## config.mk

```make
export PLATFORM = sky130hd
export DESIGN_NAME = sclk_prescaler
export DESIGN_NICKNAME = d
export VERILOG_FILES = /design/src/rtl/sclk_pkg.sv /design/src/rtl/sclk_div_shadow.sv /design/src/rtl/sclk_div_core.sv /design/src/rtl/sclk_bypass_gate.sv /design/src/rtl/sclk_prescaler.sv
export SDC_FILE = /design/constraint.sdc
export NUM_CORES = 1
export LEC_CHECK = 0
export BUFFER_PORTS_ARGS = -buffer_cell sky130_fd_sc_hd__buf_2
export CORE_AREA = 2 2 70 72
export CTS_BUF_LIST = sky130_fd_sc_hd__clkbuf_8
export DETAILED_ROUTE_END_ITERATION = 6
export DIE_AREA = 0 0 72 74
export PLACE_DENSITY = 0.46
export SETUP_SLACK_MARGIN = 0.1
export SLEW_MARGIN = 15
export SYNTH_ARGS = -nofsm -noshare
export SYNTH_HDL_FRONTEND = slang
export SYNTH_SLANG_ARGS = --single-unit
export TNS_END_PERCENT = 50
```

## constraint.sdc

```tcl
create_clock -name clk -period 2.1 [get_ports clk]
set_input_delay 0.42 -clock clk [delete_from_list [all_inputs] [get_ports clk]]
set_output_delay 0.42 -clock clk [all_outputs]
set_load 0.01 [all_outputs]
```

## src/rtl/sclk_pkg.sv

```systemverilog
package sclk_pkg;
  localparam int unsigned SCLK_DIV_W = 8;

  typedef enum logic [1:0] {
    SCLK_IDLE   = 2'd0,
    SCLK_BYPASS = 2'd1,
    SCLK_DIVIDE = 2'd2
  } sclk_mode_e;
endpackage

```

## src/rtl/sclk_div_shadow.sv

```systemverilog
module sclk_div_shadow #(
  parameter int unsigned DIV_W = sclk_pkg::SCLK_DIV_W
) (
  input  logic             clk,
  input  logic             rst,
  input  logic             busy_i,
  input  logic [DIV_W-1:0] div_i,
  output logic [DIV_W-1:0] div_q,
  output logic             byp_o
);
  // Setting follows the request only while no transfer is in flight.
  always_ff @(posedge clk) begin
    if (rst) begin
      div_q <= '0;
    end else if (!busy_i) begin
      div_q <= div_i;
    end
  end

  assign byp_o = (div_q == '0);
endmodule

```

## src/rtl/sclk_div_core.sv

```systemverilog
module sclk_div_core #(
  parameter int unsigned DIV_W = sclk_pkg::SCLK_DIV_W
) (
  input  logic             clk,
  input  logic             rst,
  input  logic             run_i,
  input  logic [DIV_W-1:0] div_i,
  output logic             sclk_o,
  output logic             rise_o
);
  localparam int unsigned HW = DIV_W + 1;

  logic [DIV_W-1:0] cnt_q;
  logic [DIV_W-1:0] idx_nxt;
  logic             act_q;
  logic [HW-1:0]    hi_len;

  // High phase lasts ceil((div+1)/2) cycles.
  always_comb begin
    hi_len = ({1'b0, div_i} + HW'(2)) >> 1;
    if (!act_q || (cnt_q == div_i)) begin
      idx_nxt = '0;
    end else begin
      idx_nxt = cnt_q + 1'b1;
    end
  end

  always_ff @(posedge clk) begin
    if (rst || !run_i) begin
      cnt_q  <= '0;
      act_q  <= 1'b0;
      sclk_o <= 1'b0;
      rise_o <= 1'b0;
    end else begin
      cnt_q  <= idx_nxt;
      act_q  <= 1'b1;
      sclk_o <= ({1'b0, idx_nxt} < hi_len);
      rise_o <= (idx_nxt == '0);
    end
  end

  p_idle_low_r6: assert property (@(posedge clk) disable iff (rst)
    !run_i |=> (!sclk_o && !rise_o));
  p_start_high_r7: assert property (@(posedge clk) disable iff (rst)
    (run_i && !act_q) |=> (sclk_o && rise_o));
  p_strobe_high_r8: assert property (@(posedge clk) disable iff (rst)
    rise_o |-> sclk_o);
  p_cnt_range_r1: assert property (@(posedge clk) disable iff (rst)
    act_q |-> (cnt_q <= div_i));
endmodule

```

## src/rtl/sclk_bypass_gate.sv

```systemverilog
module sclk_bypass_gate (
  input  logic clk,
  input  logic rst,
  input  logic run_i,
  output logic gclk_o,
  output logic rise_o
);
  logic brun_q;
  logic gate_q;

  always_ff @(posedge clk) begin
    if (rst) begin
      brun_q <= 1'b0;
      rise_o <= 1'b0;
    end else begin
      brun_q <= run_i;
      rise_o <= brun_q;
    end
  end

  // Enable changes only while clk is low, so gated pulses are always whole.
  always_ff @(negedge clk) begin
    if (rst) begin
      gate_q <= 1'b0;
    end else begin
      gate_q <= brun_q;
    end
  end

  assign gclk_o = clk & gate_q;
endmodule

```

## src/rtl/sclk_prescaler.sv

```systemverilog
module sclk_prescaler #(
  parameter int unsigned DIV_W = sclk_pkg::SCLK_DIV_W
) (
  input  logic             clk,
  input  logic             rst,
  input  logic             en_i,
  input  logic             busy_i,
  input  logic [DIV_W-1:0] div_i,
  output logic             sclk_o,
  output logic             rise_o
);
  import sclk_pkg::*;

  logic [DIV_W-1:0] div_act;
  logic             byp;
  logic             run;
  sclk_mode_e       mode;
  logic             d_sclk, d_rise;
  logic             b_gclk, b_rise;

  assign run = en_i & busy_i;

  always_comb begin
    if (!run)     mode = SCLK_IDLE;
    else if (byp) mode = SCLK_BYPASS;
    else          mode = SCLK_DIVIDE;
  end

  sclk_div_shadow #(.DIV_W(DIV_W)) u_shadow (
    .clk    (clk),
    .rst    (rst),
    .busy_i (busy_i),
    .div_i  (div_i),
    .div_q  (div_act),
    .byp_o  (byp)
  );

  sclk_div_core #(.DIV_W(DIV_W)) u_core (
    .clk    (clk),
    .rst    (rst),
    .run_i  (mode == SCLK_DIVIDE),
    .div_i  (div_act),
    .sclk_o (d_sclk),
    .rise_o (d_rise)
  );

  sclk_bypass_gate u_gate (
    .clk    (clk),
    .rst    (rst),
    .run_i  (mode == SCLK_BYPASS),
    .gclk_o (b_gclk),
    .rise_o (b_rise)
  );

  // Paths are never active together, so an OR merges them glitch-free.
  assign sclk_o = d_sclk | b_gclk;
  assign rise_o = d_rise | b_rise;

  p_setting_frozen_r5: assert property (@(posedge clk) disable iff (rst)
    (run && $past(run)) |-> $stable(div_act));
  p_paths_exclusive_r11: assert property (@(posedge clk) disable iff (rst)
    byp |-> !d_sclk);
  p_no_dual_strobe_r11: assert property (@(posedge clk) disable iff (rst)
    !(d_rise && b_rise));
endmodule

```

==> impl_metrics.yaml, run 1 <==
status:
  status: "complete, but fails checks"
  failed_checks: "negative setup slack"
critical_path:
  crit_required_ns: 1.68
  crit_path_end_kind: "output pin"
  reg2regPathDepth: 9
  critPathMaxFanout: 1
  arrival_ns: 2.05
  r2r-end: "u_core.sclk_o$_SDFF_PN0_"
  r2r-start: "u_core.cnt_q[0]$_SDFF_PN0_"
  critical_path.startpoint_type: "flop"
  crit_type: "reg -> out"
  r2r_setup_slack_ns: -0.03
drt:
  drc: 0
  firstDrtPassIters: 4
  drt-wirelength-per-cell_um: 13.2
  totalWireLength_mm: 3.09
  viasPerCell: 4.53
  drt_iter0_markers: 29
  antenna_left: 0
  vias: 1061
min_path:
  min_from: "div_i[5]"
  hold_path_class: "in -> reg"
  hold_end: "u_shadow.div_q[5]$_SDFFE_PP0N_"
  min_path_cells: 3
floorplan:
  dieArea_um2: 5330
  dieWidth_um: 72
  rows: 25
  start_util: 0.276
  pin_count: 14
  fp.dieH_um: 74
  core_um2: 4600
cts:
  clk_latency_ns: 0.44
  post_cts_buffers: 0
  hold_buffers: 0
  clk_pin_slew_worst_paths_ns: 0.08
  cts_tree: "yes"
timing:
  fin_skew_ns: 0.0759
  maxSlewViolCount: 0
  slew_headroom: 0.750
  timing.final.ws_setup_ns: -0.369
  final_hold_viol_count: 0
  tightest_slew_ns: 0.375
  rsz0062_at_grt: "yes"
  setup_viol: 2
  tns_ns: -0.395
global_routing:
  antenna_found_initial: 0
  grt_pass1_vias: 1141
  grt_pass1_wl_mm: 5.36
  track_usage: 0.134
  grt_start_max_net_pins: 13
  overflow: 0
synth:
  netlist_instances: 144
  synthArstFlopShare: 0
  yosysSeqAreaShare: 0.347
  synth_cell_types: 35
  synth_nets: 165
  syn_area_per_cell_um2: 8.81
  ys.flop_type: "dfxtp_1"
  ys_seq_elements: 22
  syn_area_um2: 1270
  synth_warnings: 0
  yosys.area.top_type: "dfxtp_1"
  synth_top_area_share: 0.347
  synth_edf_count: 0
  yosys-top-cells-area: "dfxtp_1 (35%), xnor2_1 (9.7%), ha_1 (8.9%), nor2_1 (7.7%), mux2i_1 (6.3%)"
cells_and_area:
  final.fill_count: 476
  finalNetCount: 202
  drive_gt1_frac: 0.339
  post-route-util: 0.368
  area_delta_synth_final_pct: 33.5
  antennaDiodeCount: 0
  finalInstanceArea_um2: 1690
placement:
  place_area_um2: 1590
  dp_hpwl_mm: 2.51
  place_congestion: 0.804
  pre_cts_ws_ns: -0.0429
  port_buffers: 13
power:
  total_power_mw: 0.996
  irDropWorstVdd_mv: 0.325
  power_leakage_nw: 0.740
  powerDensity_nw_per_um2: 588
job:
  cap_violations: 0
## cell usage in the layout (no fill, tap or decap), types with 2 or more instances in the layout
master,Yosys,layout
a21o_1,4,4
a21oi_1,3,3
and3_1,2,2
buf_2,1,12
buf_4,1,25
clkbuf_8,0,6
dfxtp_1,22,17
dfxtp_2,0,4
ha_1,9,8
inv_1,5,6
mux2i_1,8,8
nand2_1,5,5
nand3_1,6,6
nand4_1,5,5
nor2_1,26,25
nor2b_1,2,2
nor4_1,2,2
xnor2_1,14,12
xnor2_2,0,2
xor2_1,6,5
## per-layer routing
layer	wire length, um	share of wire	track usage	vias to the layer above
li1	-	-	-	564
met1	1610	0.52	0.177	468
met2	1320	0.43	0.212	21
met3	100	0.032	0.0298	8
met4	57	0.018	0.0566	0
met5	0	0	0	-
## stage by stage
step / cells / hold WS (ns)
global route: 234 / 0.279
CTS: 234 / 0.282
detailed placement: 227 / 0.459
finish: 234 / 0.282
floorplan: 144 / 0.443
global placement: 227 / 0.450
## cells by family after synthesis
kind of cell | Yosys count | share of synthesized area
buf+inv | 14 | 0.0513
fa+ha+maj | 9 | 0.0888
simple gates | 55 | 0.210
xor+xnor | 20 | 0.138
mux | 8 | 0.0631
compound gates | 16 | 0.102
flops | 22 | 0.347
## final cells by class
type	instances	area, um^2	area share
inverters	4	15.0	0.00886
clock inverters	2	7.51	0.00443
flip-flops and latches	22	449	0.265
clock buffers	7	93.8	0.0554
well taps	54	67.6	0.0399
multi-input cells	108	813	0.480
repair buffers	37	248	0.146
## critical path, stage by stage, from the launching register on
cell and delay (ns):
dfxtp_1 0.29, a21o_1 0.15, buf_6 0.11
## synth_stat cells (2+ instances only)
| cell | number |
|---|---|
| a21o_1 | 4 |
| a21oi_1 | 3 |
| and3_1 | 2 |
| clkbuf_1 | 6 |
| dfxtp_1 | 22 |
| ha_1 | 9 |
| inv_1 | 5 |
| mux2i_1 | 8 |
| nand2_1 | 5 |
| nand3_1 | 6 |
| nand4_1 | 5 |
| nor2_1 | 26 |
| nor2b_1 | 2 |
| nor4_1 | 2 |
| xnor2_1 | 14 |
| xor2_1 | 6 |
## power breakdown
group / total (mW) / internal [mW] / switching, mW / leakage (nW)
clock network: 0.430 / 0.257 / 0.173 / 0.0704
registers: 0.441 / 0.429 / 0.0117 / 0.182
logic: 0.126 / 0.0646 / 0.0617 / 0.488
total: 0.996 / 0.750 / 0.246 / 0.740
## state kept, by name, summed over array words and instances (netlist names)
name            cells
u_gate.rise_o       1
u_core.cnt_q        8
u_gate.gate_q       1
u_gate.brun_q       1
u_core.rise_o       1
u_core.act_q        1
u_core.sclk_o       1
u_shadow.div_q      8
## worst max path at each step
| stage | from | slack (ns) | to | cells past startpoint |
|---|---|---|---|---|
| detailed placement | u_core.cnt_q[0]$_SDFF_PN0_ | -0.04 | u_core.sclk_o$_SDFF_PN0_ | 9 |
| finish | u_gate.gate_q$_DFF_N_ | -0.37 | sclk_o | 2 |
| global route | u_gate.gate_q$_DFF_N_ | -0.40 | sclk_o | 2 |
| global placement | u_core.cnt_q[0]$_SDFF_PN0_ | -0.05 | u_core.sclk_o$_SDFF_PN0_ | 9 |
| floorplan | u_shadow.div_q[1]$_SDFFE_PP0N_ | 0.10 | u_core.sclk_o$_SDFF_PN0_ | 10 |
| CTS | u_gate.gate_q$_DFF_N_ | -0.38 | sclk_o | 2 |
## timing repair
action | 4_1_cts | 5_1_grt
pin swaps | 0 | 0
setup endpoints to repair | 2 | 2
resized for setup | 5 | 2
(Power assumes the default switching activity.)
==> run 2: changes to the inputs <==
Settings changed: MAX_ROUTING_LAYER set to met4.
==> run 2 against run 1 <==
Against the previous run:
- the run still ends with negative setup slack left
- design area did not move
- cell count did not move
- clock skew about the same
- count of clock-buffer cells in the layout stayed put
- sequential share of layout area unchanged
- critical path type unchanged
- critical endpoint unchanged
==> impl_metrics.yaml, run 2 (synthesized netlist as in run 1, its figures left out) <==
cells_and_area:
  antennaDiodeCount: 0
  finalInstanceArea_um2: 1690
  finalNetCount: 202
  final.fill_count: 476
  fin_cells: 234
  final_cell_mix: "nor2_1 (25), buf_4 (25), dfxtp_1 (17)"
  reg_top3: "u_core.cnt_q: 8 flops, u_shadow.div_q: 8 flops"
  area_delta_synth_final_pct: 33.5
  drive_gt1_frac: 0.339
power:
  p_int_mw: 0.750
  clkPwrFrac: 0.430
  power_frac_comb: 0.127
  p_sw_frac: 0.246
  switchingPower_mw: 0.244
  powerDensity_nw_per_um2: 587
  power_leakage_nw: 0.740
  total_power_mw: 0.995
  p_seq_frac: 0.443
  irDropWorstVdd_mv: 0.325
critical_path:
  critPathBufInv: 1
  cp.depth: 2
  cp_top_family: "flip-flops"
  arrival_ns: 2.05
  critPathMaxFanout: 1
  critical_path.startpoint_type: "flop"
  r2r-start: "u_core.cnt_q[0]$_SDFF_PN0_"
  worstPathCellList: "a21o_1 -> buf_6"
  critPathMaxStageDelay_ns: 0.29
  crit_required_ns: 1.68
  crit_path_end_kind: "output pin"
  reg2regPathDepth: 9
  crit_type: "reg -> out"
  cpMaxStageDelayCell: "dfxtp_1"
  cp-startpoint: "u_gate.gate_q$_DFF_N_"
job:
  cap_violations: 0
placement:
  placed_cells: 227
  place_congestion: 0.815
  pre_cts_ws_ns: -0.0429
  port_buffers: 13
  place_area_um2: 1590
  dp_hpwl_mm: 2.51
drt:
  viasPerCell: 4.49
  drt-wirelength-per-cell_um: 13.2
  antenna_left: 0
  firstDrtPassIters: 4
  drc: 0
  totalWireLength_mm: 3.09
  drt_iter0_markers: 47
  vias: 1051
global_routing:
  antenna_found_initial: 0
  grt_pass1_wl_mm: 5.38
  track_usage: 0.139
  overflow: 0
  grt_pass1_vias: 1135
  grt_start_max_net_pins: 13
cts:
  hold_buffers: 0
  clk_pin_slew_worst_paths_ns: 0.08
  post_cts_buffers: 0
  clk_latency_ns: 0.44
  cts-resized-gates: 5
  cts_tree: "yes"
floorplan:
  dieWidth_um: 72
  rows: 25
  fp.dieH_um: 74
  pin_count: 14
  core_um2: 4600
  dieArea_um2: 5330
  start_util: 0.276
min_path:
  hold_path_class: "in -> reg"
  min_path_cells: 3
  min_from: "div_i[5]"
timing:
  tightest_slew_ns: 0.375
  fin_skew_ns: 0.0761
  final_hold_viol_count: 0
  rsz0062_at_grt: "yes"
  maxSlewViolCount: 0
  slew_headroom: 0.750
  setup_viol: 2
  timing.final.ws_setup_ns: -0.368
status:
  status: "complete, but fails checks"
  failed_checks: "negative setup slack"
-- run 2: cell counts in the layout (fill, tap and decap cells not counted) --
No cell type changed its count.
-- run 2: area by class of cell --
class	instances	area, um^2	area share
clock buffer	7	93.8	0.0554
clock inverter	2	7.51	0.00443
timing repair buffer	37	248	0.146
inverter	4	15.0	0.00886
sequential	22	449	0.265
multi-input combinational	108	813	0.480
tap	54	67.6	0.0399
-- run 2: stage by stage --
| step | setup TNS, ns | hold slack, ns | utilization |
|---|---|---|---|
| final | -0.388 | 0.283 | 0.368 |
| after global routing | -0.590 | 0.276 | 0.368 |
| after CTS | -0.394 | 0.282 | 0.367 |
| after detailed placement | -0.0429 | 0.459 | 0.345 |
| after global placement | -0.0517 | 0.450 | 0.345 |
| after floorplan | 0 | 0.443 | - |
-- run 2: layer usage --
layer / routed length, um / global-route usage / up-vias
li1: - / - / 563
met1: 1600 / 0.177 / 462
met2: 1330 / 0.212 / 19
met3: 117 / 0.0339 / 7
met4: 43 / 0.0566 / 0
met5: 0 / - / -
-- run 2: worst paths after layout --
path / to / slack [ns]
max: sclk_o / -0.37
min: u_shadow.div_q[5]$_SDFFE_PP0N_ / 0.28
max reg2reg: u_core.sclk_o$_SDFF_PN0_ / -0.02
min reg2reg: u_gate.rise_o$_DFF_P_ / 0.47
-- run 2: worst reg2reg max path, stage by stage (launching register included) --
cell and delay (ns):
dfxtp_2 0.42, ha_4 0.15, and3_4 0.20, nand3_1 0.12, xor2_2 0.21, nor2_1 0.07
ha_1 0.29, and4_1 0.23, nand4_1 0.11, o211a_1 0.22
-- run 2: power by group through the flow --
stage | clock (mW) | combinational [mW] | sequential [mW]
2_1_floorplan | 0.00778 | 0.0775 | 0.450
3_3_place_gp | 0.00877 | 0.124 | 0.451
3_5_place_dp | 0.00877 | 0.127 | 0.451
4_1_cts | 0.440 | 0.127 | 0.440
5_1_grt | 0.468 | 0.142 | 0.442
6_report | 0.428 | 0.126 | 0.440
==> run 3: changes to the inputs <==
Settings changed: CORE_AREA 2 2 70 72 to 2 2 54 56, DIE_AREA 0 0 72 74 to 0 0 56 58, PLACE_DENSITY 0.46 to 0.71, TNS_END_PERCENT 50 to 30.
==> run 3 against run 2 <==
Against the previous run:
- the run still ends with negative setup slack left
- largest cell class unchanged
- non-clock buffer count shrank 3
- via count grew 4.8%
- die area shrank 39%
- highest routed layer unchanged
- core utilization grew 25 points
- worst setup slack lost 0.017 ns
- sequential share of layout area grew 0.64 points
- clock power grew 7.0%
- largest power group is now clock
- first-iteration DRC count shrank 17%
- cell count shrank 11%
- hold slack gained 0.0012 ns
- global-route usage grew 8.2 points
- register-to-register slack lost 0.10 ns
==> impl_metrics.yaml, run 3 (synthesized netlist as in run 1, its figures left out) <==
timing:
  timing.final.ws_setup_ns: -0.385
  setup_viol: 2
  fin_skew_ns: 0.0909
  rsz0062_at_grt: "yes"
  final_hold_viol_count: 0
  holdWs_ns: 0.284
  tightest_slew_ns: 0.382
  maxSlewViolCount: 0
  slew_headroom: 0.745
  tns_ns: -0.502
cells_and_area:
  finalInstanceArea_um2: 1640
  finalNetCount: 199
  final_common_cell: "nor2_1"
  reg_top3: "u_core.cnt_q: 8 flops, u_shadow.div_q: 8 flops"
  post-route-util: 0.616
  antennaDiodeCount: 0
  final_cell_mix: "nor2_1 (26), buf_4 (22), dfxtp_1 (20)"
  multi_input_area_um2: 811
  area_delta_synth_final_pct: 29.3
  drive_gt1_frac: 0.311
  ff_latch_area_um2: 445
  final.fill_count: 229
cts:
  clk_latency_ns: 0.45
  post_cts_buffers: 0
  cts_tree: "yes"
  clk_pin_slew_worst_paths_ns: 0.08
placement:
  place_area_um2: 1530
  port_buffers: 13
  dp_hpwl_mm: 2.23
  place_congestion: 0.842
critical_path:
  cp_top_family: "flip-flops"
  arrival_ns: 2.07
  crit_required_ns: 1.68
  critPathMaxStageDelay_ns: 0.29
  crit_path_end_kind: "output pin"
  crit_type: "reg -> out"
  worstPathCellList: "a21o_1 -> buf_2"
  critPathBufInv: 1
  critPathMaxFanout: 1
  critical_path.startpoint_type: "flop"
  cpMaxStageDelayCell: "dfxtp_1"
power:
  irDropWorstVdd_mv: 0.666
  power_leakage_nw: 0.724
  powerDensity_nw_per_um2: 624
  total_power_mw: 1.02
status:
  failed_checks: "negative setup slack"
  status: "complete, but fails checks"
drt:
  vias: 1101
  firstDrtPassIters: 4
  drt_iter0_markers: 39
  drc: 0
  drt-wirelength-per-cell_um: 14.0
  antenna_left: 0
  viasPerCell: 5.29
  totalWireLength_mm: 2.92
floorplan:
  start_util: 0.477
  fp.dieH_um: 58
  dieArea_um2: 3250
  rows: 19
  pin_count: 14
  dieWidth_um: 56
  core_um2: 2660
global_routing:
  grt_pass1_vias: 1190
  overflow: 0
  track_usage: 0.221
  antenna_found_initial: 0
  grt_start_max_net_pins: 13
  grt_pass1_wl_mm: 5.22
job:
  cap_violations: 0
min_path:
  hold_path_class: "in -> reg"
[run 3: final cells by class]
type,instances,area share
Clock buffer,8,0.0618
Clock inverter,1,0.00229
Inverter,4,0.00915
Multi-Input combinational cell,108,0.494
Sequential cell,22,0.272
Tap cell,31,0.0236
Timing Repair Buffer,34,0.137
[run 3: final timing paths]
path                                    from                        endpoint  slack [ns]  cells after the start
hold reg to reg     u_gate.brun_q$_SDFF_PP0_           u_gate.rise_o$_DFF_P_        0.47                      1
setup reg to reg  u_core.cnt_q[1]$_SDFF_PN0_        u_core.sclk_o$_SDFF_PN0_       -0.12                      9
hold / removal                      div_i[5]  u_shadow.div_q[5]$_SDFFE_PP0N_        0.28                      3
setup / recovery       u_gate.gate_q$_DFF_N_                          sclk_o       -0.39                      2
[run 3: per-layer routing]
layer / track usage / routed length (um) / vias up
met4: 0.150 / 115 / 0
met5: - / 0 / -
met1: 0.223 / 1200 / 500
met3: 0.0647 / 120 / 10
li1: - / - / 558
met2: 0.371 / 1480 / 33
[run 3: tightest hold or removal path: cells and delay by family]
family / cells / cell delay (ns)
buf+inv: 1 / 0.07
simple gates: 1 / 0.07
mux: 1 / 0.05
[run 3: metrics by stage]
| step | std cells | setup WS (ns) |
|---|---|---|
| detailed placement | 201 | -0.0602 |
| floorplan | 144 | 0.102 |
| global placement | 201 | -0.00789 |
| global route | 208 | -0.434 |
| finish | 208 | -0.385 |
| CTS | 208 | -0.386 |
[run 3: repair_timing]
item	in CTS	in global routing
resized for setup	1	1
pin swaps	0	2
endpoints found under the setup margin	2	2
hold buffers	0	0
[run 3: where the power goes]
group	leakage [nW]	internal (mW)	switching (mW)
combinational	0.472	0.0634	0.0623
clock	0.0714	0.292	0.166
sequential	0.181	0.429	0.0107
